File: config.mk
export PLATFORM = sky130hd
export DESIGN_NAME = i2c_regbank
export DESIGN_NICKNAME = d
export VERILOG_FILES = /design/src/rtl/i2cr_pkg.sv /design/src/rtl/i2cr_ctrl.sv /design/src/rtl/i2cr_rate.sv /design/src/rtl/i2cr_data.sv /design/src/rtl/i2c_regbank.sv
export SDC_FILE = /design/constraint.sdc
export NUM_CORES = 1
export LEC_CHECK = 0
export CORE_UTILIZATION = 55
export DETAILED_ROUTE_END_ITERATION = 10
export DONT_BUFFER_PORTS = 1
export PLACE_DENSITY = 0.7
export SYNTH_ARGS = -nofsm -noshare
export SYNTH_HDL_FRONTEND = slang
export SYNTH_SLANG_ARGS = --single-unit
File: constraint.sdc
create_clock -name clk -period 2.4 [get_ports clk]
set_input_delay 0.12 -clock clk [delete_from_list [all_inputs] [get_ports clk]]
set_output_delay 0.12 -clock clk [all_outputs]
set_load 0.005 [all_outputs]
File: src/rtl/i2cr_pkg.sv
package i2cr_pkg;
  localparam int DW     = 8;
  localparam int AW     = 2;
  localparam int CODE_W = 5;

  localparam logic [AW-1:0] ADDR_CTRL = 2'd0;
  localparam logic [AW-1:0] ADDR_STAT = 2'd1;
  localparam logic [AW-1:0] ADDR_DATA = 2'd2;

  localparam logic [CODE_W-1:0] CODE_IDLE    = 5'd31;
  localparam logic [CODE_W-1:0] CODE_IRQ_MAX = 5'd25;
  localparam logic [2:0]        RATE_RSVD    = 3'b111;

  typedef struct packed {
    logic r2;
    logic en;
    logic sta;
    logic sto;
    logic si;
    logic aa;
    logic r1;
    logic r0;
  } ctrl_t;

  function automatic int unsigned rate_div(input logic [2:0] sel);
    case (sel)
      3'b000:  rate_div = 256;
      3'b001:  rate_div = 244;
      3'b010:  rate_div = 192;
      3'b011:  rate_div = 160;
      3'b100:  rate_div = 960;
      3'b101:  rate_div = 120;
      3'b110:  rate_div = 60;
      default: rate_div = 0;
    endcase
  endfunction
endpackage

File: src/rtl/i2cr_ctrl.sv
module i2cr_ctrl
  import i2cr_pkg::*;
(
  input  logic              clk,
  input  logic              rst_n,
  input  logic              lp_rst,
  input  logic              wr_ctrl,
  input  logic [DW-1:0]     wdata,
  input  logic              ev_set,
  input  logic [CODE_W-1:0] ev_code,
  input  logic              start_done,
  input  logic              stop_done,
  output ctrl_t             ctrl_q,
  output logic [CODE_W-1:0] code_q,
  output logic              irq
);
  ctrl_t             ctrl_n;
  logic [CODE_W-1:0] code_n;

  always_comb begin
    ctrl_n = ctrl_q;
    code_n = code_q;
    if (start_done) ctrl_n.sta = 1'b0;
    if (stop_done)  ctrl_n.sto = 1'b0;
    if (wr_ctrl) begin
      ctrl_n.r2  = wdata[7];
      ctrl_n.en  = wdata[6];
      ctrl_n.sta = wdata[5];
      if (wdata[4])  ctrl_n.sto = 1'b1;
      if (!wdata[3]) ctrl_n.si  = 1'b0;
      ctrl_n.aa  = wdata[2];
      ctrl_n.r1  = wdata[1];
      ctrl_n.r0  = wdata[0];
    end
    if (ev_set) begin
      ctrl_n.si = 1'b1;
      code_n    = ev_code;
    end
    if (lp_rst) begin
      ctrl_n = '0;
      code_n = CODE_IDLE;
    end
  end

  always_ff @(posedge clk or negedge rst_n) begin
    if (!rst_n) begin
      ctrl_q <= '0;
      code_q <= CODE_IDLE;
    end else begin
      ctrl_q <= ctrl_n;
      code_q <= code_n;
    end
  end

  assign irq = ctrl_q.si && (code_q <= CODE_IRQ_MAX);
endmodule

File: src/rtl/i2cr_rate.sv
module i2cr_rate
  import i2cr_pkg::*;
#(
  parameter int CNT_W = 10
) (
  input  logic       clk,
  input  logic       rst_n,
  input  logic       lp_rst,
  input  logic       en,
  input  logic [2:0] sel,
  output logic       tick
);
  logic [CNT_W-1:0] cnt_q, cnt_n;
  logic [CNT_W-1:0] lim;
  logic             run, wrap, tick_n;

  assign lim    = CNT_W'(rate_div(sel) - 1);
  assign run    = en && (sel != RATE_RSVD);
  assign wrap   = run && (cnt_q >= lim);
  assign tick_n = wrap && !lp_rst;

  always_comb begin
    cnt_n = cnt_q;
    if (run) cnt_n = wrap ? '0 : cnt_q + 1'b1;
    if (lp_rst) cnt_n = '0;
  end

  always_ff @(posedge clk or negedge rst_n) begin
    if (!rst_n) begin
      cnt_q <= '0;
      tick  <= 1'b0;
    end else begin
      cnt_q <= cnt_n;
      tick  <= tick_n;
    end
  end
endmodule

File: src/rtl/i2cr_data.sv
module i2cr_data
  import i2cr_pkg::*;
(
  input  logic          clk,
  input  logic          rst_n,
  input  logic          lp_rst,
  input  logic          wr_data,
  input  logic [DW-1:0] wdata,
  input  logic          busy,
  input  logic          rx_valid,
  input  logic [DW-1:0] rx_byte,
  output logic [DW-1:0] data_q
);
  logic [DW-1:0] data_n;

  always_comb begin
    data_n = data_q;
    if (rx_valid)             data_n = rx_byte;
    else if (wr_data && !busy) data_n = wdata;
    if (lp_rst) data_n = '0;
  end

  always_ff @(posedge clk or negedge rst_n) begin
    if (!rst_n) data_q <= '0;
    else        data_q <= data_n;
  end
endmodule

File: src/rtl/i2c_regbank.sv
module i2c_regbank
  import i2cr_pkg::*;
#(
  parameter int CNT_W = 10
) (
  input  logic              clk,
  input  logic              rst_n,
  input  logic              lp_rst,
  input  logic [AW-1:0]     bus_addr,
  input  logic              bus_wr,
  input  logic              bus_rd,
  input  logic [DW-1:0]     bus_wdata,
  output logic [DW-1:0]     bus_rdata,
  input  logic [CODE_W-1:0] eng_status,
  input  logic              eng_event,
  input  logic              eng_start_done,
  input  logic              eng_stop_done,
  input  logic              eng_busy,
  input  logic              eng_rx_valid,
  input  logic [DW-1:0]     eng_rx_byte,
  output logic              start_req,
  output logic              stop_req,
  output logic              ack_en,
  output logic              enable,
  output logic              rate_tick,
  output logic [DW-1:0]     tx_byte,
  output logic              irq
);
  logic [1:0]        rst_sync;
  logic              rst_n_s;
  ctrl_t             ctrl_q;
  logic [CODE_W-1:0] code_q;
  logic [DW-1:0]     data_q;
  logic [DW-1:0]     stat_view, rd_mux, rdata_n;

  always_ff @(posedge clk or negedge rst_n) begin
    if (!rst_n) rst_sync <= 2'b00;
    else        rst_sync <= {rst_sync[0], 1'b1};
  end
  assign rst_n_s = rst_sync[1];

  i2cr_ctrl u_ctrl (
    .clk(clk), .rst_n(rst_n_s), .lp_rst(lp_rst),
    .wr_ctrl(bus_wr && bus_addr == ADDR_CTRL), .wdata(bus_wdata),
    .ev_set(eng_event), .ev_code(eng_status),
    .start_done(eng_start_done), .stop_done(eng_stop_done),
    .ctrl_q(ctrl_q), .code_q(code_q), .irq(irq)
  );

  i2cr_rate #(.CNT_W(CNT_W)) u_rate (
    .clk(clk), .rst_n(rst_n_s), .lp_rst(lp_rst), .en(ctrl_q.en),
    .sel({ctrl_q.r2, ctrl_q.r1, ctrl_q.r0}), .tick(rate_tick)
  );

  i2cr_data u_data (
    .clk(clk), .rst_n(rst_n_s), .lp_rst(lp_rst),
    .wr_data(bus_wr && bus_addr == ADDR_DATA), .wdata(bus_wdata),
    .busy(eng_busy), .rx_valid(eng_rx_valid), .rx_byte(eng_rx_byte),
    .data_q(data_q)
  );

  assign stat_view = ctrl_q.si ? {code_q, 3'b000} : {CODE_IDLE, 3'b000};

  always_comb begin
    case (bus_addr)
      ADDR_CTRL: rd_mux = ctrl_q;
      ADDR_STAT: rd_mux = stat_view;
      ADDR_DATA: rd_mux = eng_busy ? '0 : data_q;
      default:   rd_mux = '0;
    endcase
    rdata_n = bus_rd ? rd_mux : bus_rdata;
    if (lp_rst) rdata_n = '0;
  end

  always_ff @(posedge clk or negedge rst_n_s) begin
    if (!rst_n_s) bus_rdata <= '0;
    else          bus_rdata <= rdata_n;
  end

  assign start_req = ctrl_q.sta;
  assign stop_req  = ctrl_q.sto;
  assign ack_en    = ctrl_q.aa;
  assign enable    = ctrl_q.en;
  assign tx_byte   = data_q;
endmodule

==> results of run 1 <==
[Yosys cell counts (all sizes together), types with 2 or more instances]
library cell / n / area share, %
nand3: 9 / 2.0
o22ai: 4 / 1.1
a22o: 4 / 1.5
nand2b: 2 / 0.55
mux2i: 13 / 5.7
dfrtp: 37 / 41
a21oi: 19 / 4.2
conb: 2 / 0.33
dfstp: 5 / 5.7
nor2: 15 / 2.5
a211oi: 3 / 1.2
inv: 5 / 0.82
ha: 9 / 4.9
clkbuf: 8 / 1.3
nor3: 6 / 1.3
nand2: 31 / 5.1
a2bb2oi: 3 / 1.1
nor3b: 3 / 0.99
or4: 5 / 1.6
a31oi: 5 / 1.4
or3: 2 / 0.55
nor2b: 12 / 3.3
nand4: 2 / 0.55
a211o: 5 / 1.9
and2: 2 / 0.55
buf: 5 / 0.88
o21ai: 11 / 2.4
o31ai: 8 / 2.6
[report_power, final]
part | internal (W) | switching (W)
logic | 0.0000925 | 0.0000955
clock network | 0.000204 | 0.000256
registers | 0.000751 | 0.0000487
total | 0.00105 | 0.000400
[routing by layer]
| metal | vias to the layer above | share of wire (%) |
|---|---|---|
| li1 | 918 | - |
| met1 | 896 | 43 |
| met2 | 55 | 50 |
| met3 | 8 | 5.8 |
| met4 | 0 | 0.95 |
| met5 | - | 0 |
[registers in the layout, summed over array words and instances, names as in the netlist]
register / cells
u_rate.cnt_q: 10
bus_rdata: 8
u_ctrl.ctrl_q: 8
u_data.data_q: 8
u_ctrl.code_q: 5
rst_sync: 2
u_rate.tick: 1
[worst paths after layout]
kind | to | slack, ns | cells after the start
min in group asynchronous | rst_sync[0] | 0.04 | 1
hold / removal | u_ctrl.ctrl_q[0] | 0.008 | 2
setup reg to reg | u_rate.cnt_q[6] | 0.08 | 8
hold reg to reg | u_rate.cnt_q[4] | 0.11 | 0
max in group asynchronous | u_ctrl.code_q[0] | 1.54 | 1
setup / recovery | u_rate.cnt_q[6] | 0.08 | 8
[critical path: stages (launching register included)]
cell     delay (ns)
dfrtp_2        0.47
xnor2_2        0.22
nor2_1         0.07
ha_1           0.32
a21oi_2        0.15
o21ai_1        0.09
a21o_2         0.25
or4_1          0.50
a31oi_1        0.18
[final cells by class]
cell class / count / area [um2] / area share (%)
Tap cell: 50 / 62.6 / 2.37
Clock buffer: 5 / 68.8 / 2.61
Inverter: 5 / 18.8 / 0.712
Sequential cell: 42 / 1060 / 40.2
Timing Repair Buffer: 22 / 210 / 7.97
Clock inverter: 3 / 21.3 / 0.806
Multi-Input combinational cell: 185 / 1200 / 45.4
[cell families after synthesis]
family	Yosys count	share of synthesized area (%)
DFF	42	46.3
AOI/OAI and AO/OA	66	18.9
buffers and inverters	18	3.01
other	2	0.329
muxes	13	5.69
xor gates and xnor gates	1	0.383
and+or+nand+nor	94	20.5
adders and majority gates	9	4.93
[timing repair]
| action | in CTS | in global routing |
|---|---|---|
| endpoints found under the setup margin | 0 | 5 |
| hold endpoints to repair | 37 | 0 |
| hold buffers | 14 | 0 |
| resized for setup | 0 | 9 |
| buffers inserted | 0 | 2 |
[per-stage QoR]
step,hold WS [ns],worst slack (ns)
3_3_place_gp,-0.176,0.117
6_report,0.00788,0.0849
3_5_place_dp,-0.176,0.0380
5_1_grt,0.0256,-0.0206
2_1_floorplan,-0.176,0.156
4_1_cts,0.00934,0.0292
==> reports/results.tsv, run 1 <==
stage	metric	value	unit
drt	drt-initial-drc-count	86	
sta	worst_pin_slew	0.632	ns
floorplan	chipHeight	66.5	um
hold_path	hold_class	in2reg	
global_routing	grt_use_met3	7.36	%
global_routing	track_usage	25.8	%
drt	firstDrtPassIters	4	
sta	hold_violations	0	
cells_and_area	instances_no_fill	312	
cells_and_area	layout_commonest_cell	dfrtp_1	
setup_path	cp.arrival	2.54	ns
cells_and_area	layout-drive-gt1-share	11.8	%
cells_and_area	final_cell_mix	dfrtp_1 (35), nand2_1 (31), a21oi_1 (17)	
sta	finClkSkew	0.00516	ns
setup_path	critPathKind	reg2reg	
clocking	clock_latency	0.30	ns
synthesis	synth-edff-count	0	
sta	setup_violations	0	
floorplan	start_util	57.1	%
cells_and_area	fillers	341	
clocking	cts.sinks	42	
floorplan	die_w	66.5	um
power_and_ir_drop	finalPower	0.00145	W
drt	ant_nets	0	
synthesis	async_reset_ff_share	100	%
placed_design	dp_cells	288	
floorplan	coreArea	4000	um2
setup_path	crit_start	u_ctrl.ctrl_q[1]	
setup_path	start_kind	register	
synthesis	netlist_area	2290	um2
setup_path	critPathMaxFanout	8	
synthesis	syn-mean-instance-area	9.33	um2
floorplan	rows	23	
clocking	cts_buffer_depth	2	
sta	setup_tns	0	ns
synthesis	synth-main-ff-cell	dfrtp_1	
sta	fmax	432	MHz
synthesis	ys_ff_latch	42	
drt	routed_wl	5360	um
drt	vias_per_cell	6.02	
synthesis	synth_cell_type_count	41	
floorplan	die_area	4420	um2
drt	wl_per_cell	17.2	um
clocking	clkTransAtPathRegs	0.08	ns
synthesis	syn_nets	287	
sta	maxSlewViolCount	0	
cells_and_area	antenna_cells	0	
power_and_ir_drop	powerDensity	549	nW/um2
global_routing	grt_pass1_vias	1818	
clocking	htree_levels	2	
power_and_ir_drop	p_leak	1.11	nW
global_routing	use_met1	31.8	%
global_routing	gr-total-overflow	0	
clocking	cts_made_buffers	5	
global_routing	grt_pass1_wl	8510	um
global_routing	antenna_found_initial	0	
drt	vias	1877	
global_routing	busiest_layer	met2	
setup_path	crit_path_end_kind	register	
global_routing	grt_max_degree	36	
cells_and_area	area_growth	15.4	%
drt	drc	0	
sta	fin_crit_sh	96.5	%
run_status	status	complete, no violations	
clocking	cts_tree	yes	
sta	finalCriticalPeriod	2.32	ns
floorplan	ios	55	
sta	relSlewSlack	57.8	%
flow_run	max-cap-violations	0	
synthesis	netlist_instances	245	
synthesis	seq_area_frac_synth	46.3	%
global_routing	use_met2	44.5	%
cells_and_area	final_cell_area	2640	um2
cells_and_area	final_core_util	65.9	%
synthesis	ys_warn_count	0	
placed_design	finalWeightedCongestion	0.832	
setup_path	reg2reg_from	u_ctrl.ctrl_q[1]	
hold_path	hold_path.startpoint	bus_wdata[0]	
setup_path	required	2.62	ns
clocking	root_buffer	clkbuf_8	
placed_design	dpl.hpwl	3620	um
power_and_ir_drop	irDropWorstVdd	0.331	mV
cells_and_area	layout.nets	303	
placed_design	port-buffer-count	0	
placed_design	postPlaceCellArea	2340	um2
Power figures use the tool's default switching activity.
==> run 2, diff against run 1 <==
--- a/config.mk
+++ b/config.mk
@@ -9,6 +9,7 @@
 export DETAILED_ROUTE_END_ITERATION = 10
 export DONT_BUFFER_PORTS = 1
 export PLACE_DENSITY = 0.7
+export RECOVER_POWER = 100
 export SYNTH_ARGS = -nofsm -noshare
 export SYNTH_HDL_FRONTEND = slang
 export SYNTH_SLANG_ARGS = --single-unit
==> reports/results.tsv, run 2 (synthesis gave the netlist of run 1 again) <==
stage	metric	value	unit	change
power_and_ir_drop	irDropWorstVdd	0.330	mV	-0.42%
drt	routed_wl	5380	um	+0.37%
cells_and_area	instances_no_fill	312		unchanged
setup_path	cpPeakStageDelay	0.51	ns	about the same
power_and_ir_drop	p_leak	1.10	nW	-1.4%
cells_and_area	layout-drive-gt1-share	8.78	%	-3.1 points
global_routing	grt_max_degree	36		unchanged
floorplan	start_util	57.1	%	unchanged
clocking	cts_made_buffers	5		unchanged
setup_path	reg2reg_from	u_ctrl.ctrl_q[1]		
setup_path	path_cells	xnor2_2, nor2_1, ha_1, a21oi_2, o21ai_1, a21o_2, or4_1, a31oi_1		
placed_design	finalWeightedCongestion	0.832		unchanged
placed_design	pre_cts_ws	0.0380	ns	unchanged
cells_and_area	fillers	345		+1.2%
sta	relSlewSlack	45.2	%	-13 points
run_status	status	complete, no violations		
clocking	cts.sinks	42		unchanged
floorplan	coreArea	4000	um2	unchanged
placed_design	postPlaceCellArea	2340	um2	unchanged
placed_design	port-buffer-count	0		unchanged
cells_and_area	area_growth	14.7	%	
clocking	clock_latency	0.30	ns	about the same
cells_and_area	final_cell_mix	dfrtp_1 (35), nand2_1 (31), a21oi_1 (17)		
floorplan	ios	55		unchanged
cells_and_area	layout.nets	303		unchanged
clocking	htree_levels	2		unchanged
global_routing	grt_pass1_vias	1818		unchanged
global_routing	antenna_found_initial	0		unchanged
hold_path	hold_path.startpoint	bus_wdata[0]		
sta	maxSlewViolCount	0		unchanged
setup_path	cp.arrival	2.54	ns	about the same
drt	firstDrtPassIters	4		unchanged
drt	wl_per_cell	17.3	um	+0.37%
power_and_ir_drop	intPower	0.00104	W	-0.41%
sta	finClkSkew	0.00522	ns	+0.0000574 ns
drt	drc	0		unchanged
power_and_ir_drop	powerDensity	550	nW/um2	+0.29%
floorplan	chipHeight	66.5	um	unchanged
clocking	cts_tree	yes		
cells_and_area	top_register	u_rate.cnt_q		
hold_path	worstHoldPathCells	2		unchanged
sta	worst_pin_slew	0.822	ns	+0.190 ns
floorplan	rows	23		unchanged
floorplan	die_w	66.5	um	unchanged
drt	ant_nets	0		unchanged
power_and_ir_drop	p_seq_share	55.3	%	about the same
setup_path	crit_path_end_kind	register		
sta	fmax	431	MHz	-0.25%
sta	setup_violations	0		unchanged
sta	hold_violations	0		unchanged
sta	setup_tns	0	ns	unchanged
setup_path	start_kind	register		
power_and_ir_drop	switchingPower	0.000400	W	about the same
drt	vias_per_cell	6.07		+0.91%
cells_and_area	layout_commonest_cell	dfrtp_1		
hold_path	hold_class	in2reg		
global_routing	track_usage	25.8	%	unchanged
clocking	root_buffer	clkbuf_8		
clocking	cts_buffer_depth	2		unchanged
sta	finalCriticalPeriod	2.32	ns	+0.00584 ns
setup_path	required	2.62	ns	about the same
sta	setup_slack	0.0791	ns	-0.00584 ns
setup_path	rrSetupSlack	0.08	ns	about the same
placed_design	dp_cells	288		unchanged
setup_path	critPathMaxFanout	8		unchanged
global_routing	grt_pass1_wl	8510	um	unchanged
setup_path	critPathKind	reg2reg		
floorplan	die_area	4420	um2	unchanged
power_and_ir_drop	clkPwrFrac	31.9	%	about the same
power_and_ir_drop	switching_share	27.7	%	+0.096 points
power_and_ir_drop	pwr-share-comb	12.9	%	about the same
cells_and_area	final_cell_area	2620	um2	-0.57%
sta	fin_crit_sh	96.7	%	+0.24 points
global_routing	gr-total-overflow	0		unchanged
drt	drt-initial-drc-count	98		+14%
setup_path	r2r_end	u_rate.cnt_q[6]		
flow_run	max-cap-violations	0		unchanged
setup_path	crit_path_top_delay_cell	or4_1		
setup_path	rr_worst_depth	8		unchanged
hold_path	min_to	u_ctrl.ctrl_q[0]		
clocking	clkTransAtPathRegs	0.08	ns	about the same
placed_design	dpl.hpwl	3620	um	unchanged
drt	vias	1894		+0.91%
cells_and_area	largest_reg_flops	10		unchanged
cells_and_area	antenna_cells	0		unchanged
run 2: cell types whose count changed in the layout (fill, tap and decap cells not counted), sizes merged:
cell	previous run	this run
buf	9	5
clkbuf	5	9
run 2: final cells by class:
type / instances / area (um2) / share of cell area, %
Multi-Input combinational cell: 185 / 1190 / 45.4
Sequential cell: 42 / 1060 / 40.4
Timing Repair Buffer: 22 / 200 / 7.63
Clock buffer: 5 / 68.8 / 2.62
Tap cell: 50 / 62.6 / 2.39
Clock inverter: 3 / 21.3 / 0.811
Inverter: 5 / 18.8 / 0.716
run 2: through the flow:
| step | power [W] | hold WS, ns | util, % |
|---|---|---|---|
| after floorplan | 0.000932 | -0.176 | - |
| after global placement | 0.000955 | -0.176 | 58.6 |
| after detailed placement | 0.000960 | -0.176 | 58.6 |
| after CTS | 0.00145 | 0.00934 | 64.6 |
| after global routing | 0.00152 | 0.0256 | 65.6 |
| final | 0.00144 | 0.00532 | 65.6 |
run 2: worst max path at each step:
stage	start	end	slack [ns]	cells after the start
global placement	u_ctrl.ctrl_q[1]	u_rate.cnt_q[7]	0.12	8
global route	u_ctrl.ctrl_q[1]	u_rate.cnt_q[6]	-0.02	8
finish	u_ctrl.ctrl_q[1]	u_rate.cnt_q[6]	0.08	8
floorplan	u_ctrl.ctrl_q[0]	u_rate.cnt_q[6]	0.16	9
CTS	u_ctrl.ctrl_q[1]	u_rate.cnt_q[6]	0.03	8
detailed placement	u_ctrl.ctrl_q[0]	u_rate.cnt_q[6]	0.04	8
run 2: per-layer routing:
metal	share of wire [%]	up-vias	global-route usage, %
met5	0	-	0
met4	0.95	0	5.85
met3	6.1	8	7.36
met2	51	56	44.5
met1	42	910	31.8
li1	-	920	-
run 2: worst max-delay path: cells and delay by family (launching register included):
kind                     cells  cell delay (ns)
AO/OA/AOI/OAI                4             0.67
XOR/XNOR                     1             0.22
adder cells (fa/ha/maj)      1             0.32
flip-flops                   1             0.47
AND/OR/NAND/NOR              2             0.58
run 2: what timing repair did:
action / in CTS / in global routing
endpoints found under the hold margin: 37 / 0
setup endpoints to repair: 0 / 5
setup buffers: 0 / 2
hold buffers: 14 / 0
gates resized for setup: 0 / 9
run 2: power by group through the flow:
stage               Clock [W]  Sequential (W)  Combinational (W)
floorplan                   0        0.000804           0.000128
global placement            0        0.000810           0.000145
detailed placement          0        0.000812           0.000148
CTS                  0.000469        0.000798           0.000181
global route         0.000504        0.000806           0.000209
finish               0.000460        0.000798           0.000186
==> run 3, diff against run 2 <==
--- a/config.mk
+++ b/config.mk
@@ -10,6 +10,7 @@
 export DONT_BUFFER_PORTS = 1
 export PLACE_DENSITY = 0.7
 export RECOVER_POWER = 100
+export REMOVE_ABC_BUFFERS = 1
 export SYNTH_ARGS = -nofsm -noshare
 export SYNTH_HDL_FRONTEND = slang
 export SYNTH_SLANG_ARGS = --single-unit
==> reports/results.tsv, run 3 (synthesis gave the netlist of run 1 again) <==
stage	metric	value	unit	change
drt	wl_per_cell	16.3	um	-5.6%
drt	routed_wl	5130	um	-4.7%
setup_path	cp_common_cell	nand2_1		
global_routing	grt_pass1_vias	1742		-4.2%
drt	firstDrtPassIters	4		unchanged
sta	finClkSkew	0.00539	ns	+0.000165 ns
power_and_ir_drop	clkPwrFrac	32.1	%	+0.2 points
drt	vias_per_cell	5.90		-2.7%
sta	hold_violations	0		unchanged
floorplan	start_util	57.1	%	unchanged
clocking	cts_buffer_depth	2		unchanged
floorplan	rows	23		unchanged
sta	relSlewSlack	33.9	%	-11 points
setup_path	critPathMaxFanout	8		unchanged
setup_path	rr_worst_depth	9		+1
flow_run	max-cap-violations	0		unchanged
setup_path	path_cells	xnor2_2, buf_4, nand2_1, ha_1, nand2_1, o21ai_1, a21o_1, or4_1, a31oi_1		
floorplan	ios	55		unchanged
power_and_ir_drop	switching_share	26.0	%	-1.8 points
global_routing	grt_pass1_wl	8060	um	-5.3%
clocking	cts.sinks	42		unchanged
setup_path	cp.arrival	2.53	ns	about the same
cells_and_area	top_register	u_rate.cnt_q		
sta	setup_tns	0	ns	unchanged
sta	fmax	432	MHz	+0.16%
power_and_ir_drop	powerDensity	549	nW/um2	-0.27%
sta	maxSlewViolCount	0		unchanged
cells_and_area	area_growth	15.6	%	
setup_path	cpPeakStageDelay	0.52	ns	about the same
clocking	root_buffer	clkbuf_8		
hold_path	hold_path.startpoint	bus_wdata[4]		
setup_path	crit_path_end_kind	register		
setup_path	required	2.62	ns	about the same
setup_path	r2r_end	u_rate.cnt_q[4]		
cells_and_area	layout.nets	306		+0.99%
cells_and_area	multi_input_area	1190	um2	-0.42%
clocking	clkTransAtPathRegs	0.08	ns	about the same
cells_and_area	antenna_cells	0		unchanged
global_routing	grt_max_degree	41		+14%
drt	ant_nets	0		unchanged
global_routing	antenna_found_initial	0		unchanged
cells_and_area	layout-drive-gt1-share	9.81	%	+1.0 points
placed_design	port-buffer-count	0		unchanged
drt	vias	1860		-1.8%
floorplan	chipHeight	66.5	um	unchanged
placed_design	dp_cells	287		-0.35%
sta	finalCriticalPeriod	2.32	ns	-0.00367 ns
power_and_ir_drop	irDropWorstVdd	0.300	mV	-8.9%
setup_path	rrSetupSlack	0.08	ns	about the same
clocking	cts_made_buffers	5		unchanged
cells_and_area	layout_commonest_cell	dfrtp_1		
power_and_ir_drop	intPower	0.00107	W	+2.9%
clocking	cts_tree	yes		
setup_path	critical_path.top_delay_family	simple AND/OR/NAND/NOR gates		
setup_path	critPathKind	reg2reg		
cells_and_area	largest_reg_flops	10		unchanged
cells_and_area	register_area	1060	um2	unchanged
run_status	status	complete, no violations		
floorplan	die_w	66.5	um	unchanged
drt	drt-initial-drc-count	83		-15%
clocking	htree_levels	2		unchanged
cells_and_area	final_cell_mix	dfrtp_1 (35), nand2_1 (31), a21oi_1 (18)		
placed_design	finalWeightedCongestion	0.786		-5.5%
clocking	clock_latency	0.29	ns	about the same
sta	fin_crit_sh	96.6	%	-0.15 points
floorplan	die_area	4420	um2	unchanged
power_and_ir_drop	p_leak	1.13	nW	+2.5%
setup_path	crit_path_top_delay_cell	or4_1		
global_routing	track_usage	24.1	%	-1.7 points
hold_path	hold_class	in2reg		
setup_path	start_kind	register		
hold_path	min_to	u_ctrl.ctrl_q[4]		
hold_path	worstHoldPathCells	2		unchanged
drt	drc	0		unchanged
cells_and_area	fillers	331		-4.1%
sta	worst_pin_slew	0.992	ns	+0.170 ns
power_and_ir_drop	pwr-share-comb	13.1	%	+0.2 points
global_routing	gr-total-overflow	0		unchanged
power_and_ir_drop	switchingPower	0.000377	W	-5.9%
sta	setup_violations	0		unchanged
setup_path	reg2reg_from	u_ctrl.ctrl_q[1]		
floorplan	coreArea	4000	um2	unchanged
power_and_ir_drop	p_seq_share	54.8	%	-0.5 points
cells_and_area	instances_no_fill	315		+0.96%
setup_path	path_buf_inv	1		+1
placed_design	dpl.hpwl	3350	um	-7.4%
==> run 3: power groups by stage <==
stage,Clock [W],Sequential [W],Combinational (W)
2_1_floorplan,0,0.000805,0.000109
3_3_place_gp,0,0.000809,0.000146
3_5_place_dp,0,0.000809,0.000148
4_1_cts,0.000477,0.000796,0.000180
5_1_grt,0.000509,0.000803,0.000217
6_report,0.000465,0.000795,0.000190
==> run 3: layout make-up <==
type,instances,share of cell area [%]
Clock buffer,7,3.27
Sequential cell,42,40.1
Tap cell,50,2.37
Clock inverter,1,0.189
Timing Repair Buffer,25,8.48
Multi-Input combinational cell,185,44.9
Inverter,5,0.710
==> run 3: worst max path at each step <==
| stage | start | cells past startpoint | end |
|---|---|---|---|
| final | u_ctrl.ctrl_q[1] | 9 | u_rate.cnt_q[4] |
| after global routing | u_ctrl.ctrl_q[1] | 9 | u_rate.cnt_q[7] |
| after CTS | u_ctrl.ctrl_q[0] | 8 | u_rate.cnt_q[4] |
| after detailed placement | u_ctrl.ctrl_q[0] | 8 | u_rate.cnt_q[4] |
| after global placement | u_ctrl.ctrl_q[0] | 8 | u_rate.cnt_q[4] |
| after floorplan | u_ctrl.ctrl_q[0] | 8 | u_rate.cnt_q[6] |
==> run 3: timing repair <==
action | CTS | global route
endpoints found under the hold margin | 37 | 0
resized for setup | 0 | 6
setup buffers | 0 | 7
setup endpoints to repair | 0 | 5
hold buffers | 13 | 0
==> run 3: stage by stage <==
stage | power, W | utilization [%] | worst slack (ns) | hold WS (ns) | instance area, um2
after global placement | 0.000954 | 58.4 | 0.103 | -0.176 | 2340
final | 0.00145 | 66.1 | 0.0828 | 0.00308 | 2640
after global routing | 0.00153 | 66.1 | -0.0681 | 0.00502 | 2640
after CTS | 0.00145 | 64.2 | 0.0216 | 0.00214 | 2570
after floorplan | 0.000913 | - | 0.229 | -0.176 | 2240
after detailed placement | 0.000957 | 58.4 | 0.0365 | -0.176 | 2340
==> run 3: metal layers <==
layer	part of all wire [%]	global-route usage (%)	wire, um
met4	0.66	5.05	34
met3	5.4	7.02	275
met1	46	32.0	2350
met2	48	39.0	2470
met5	0	0	0
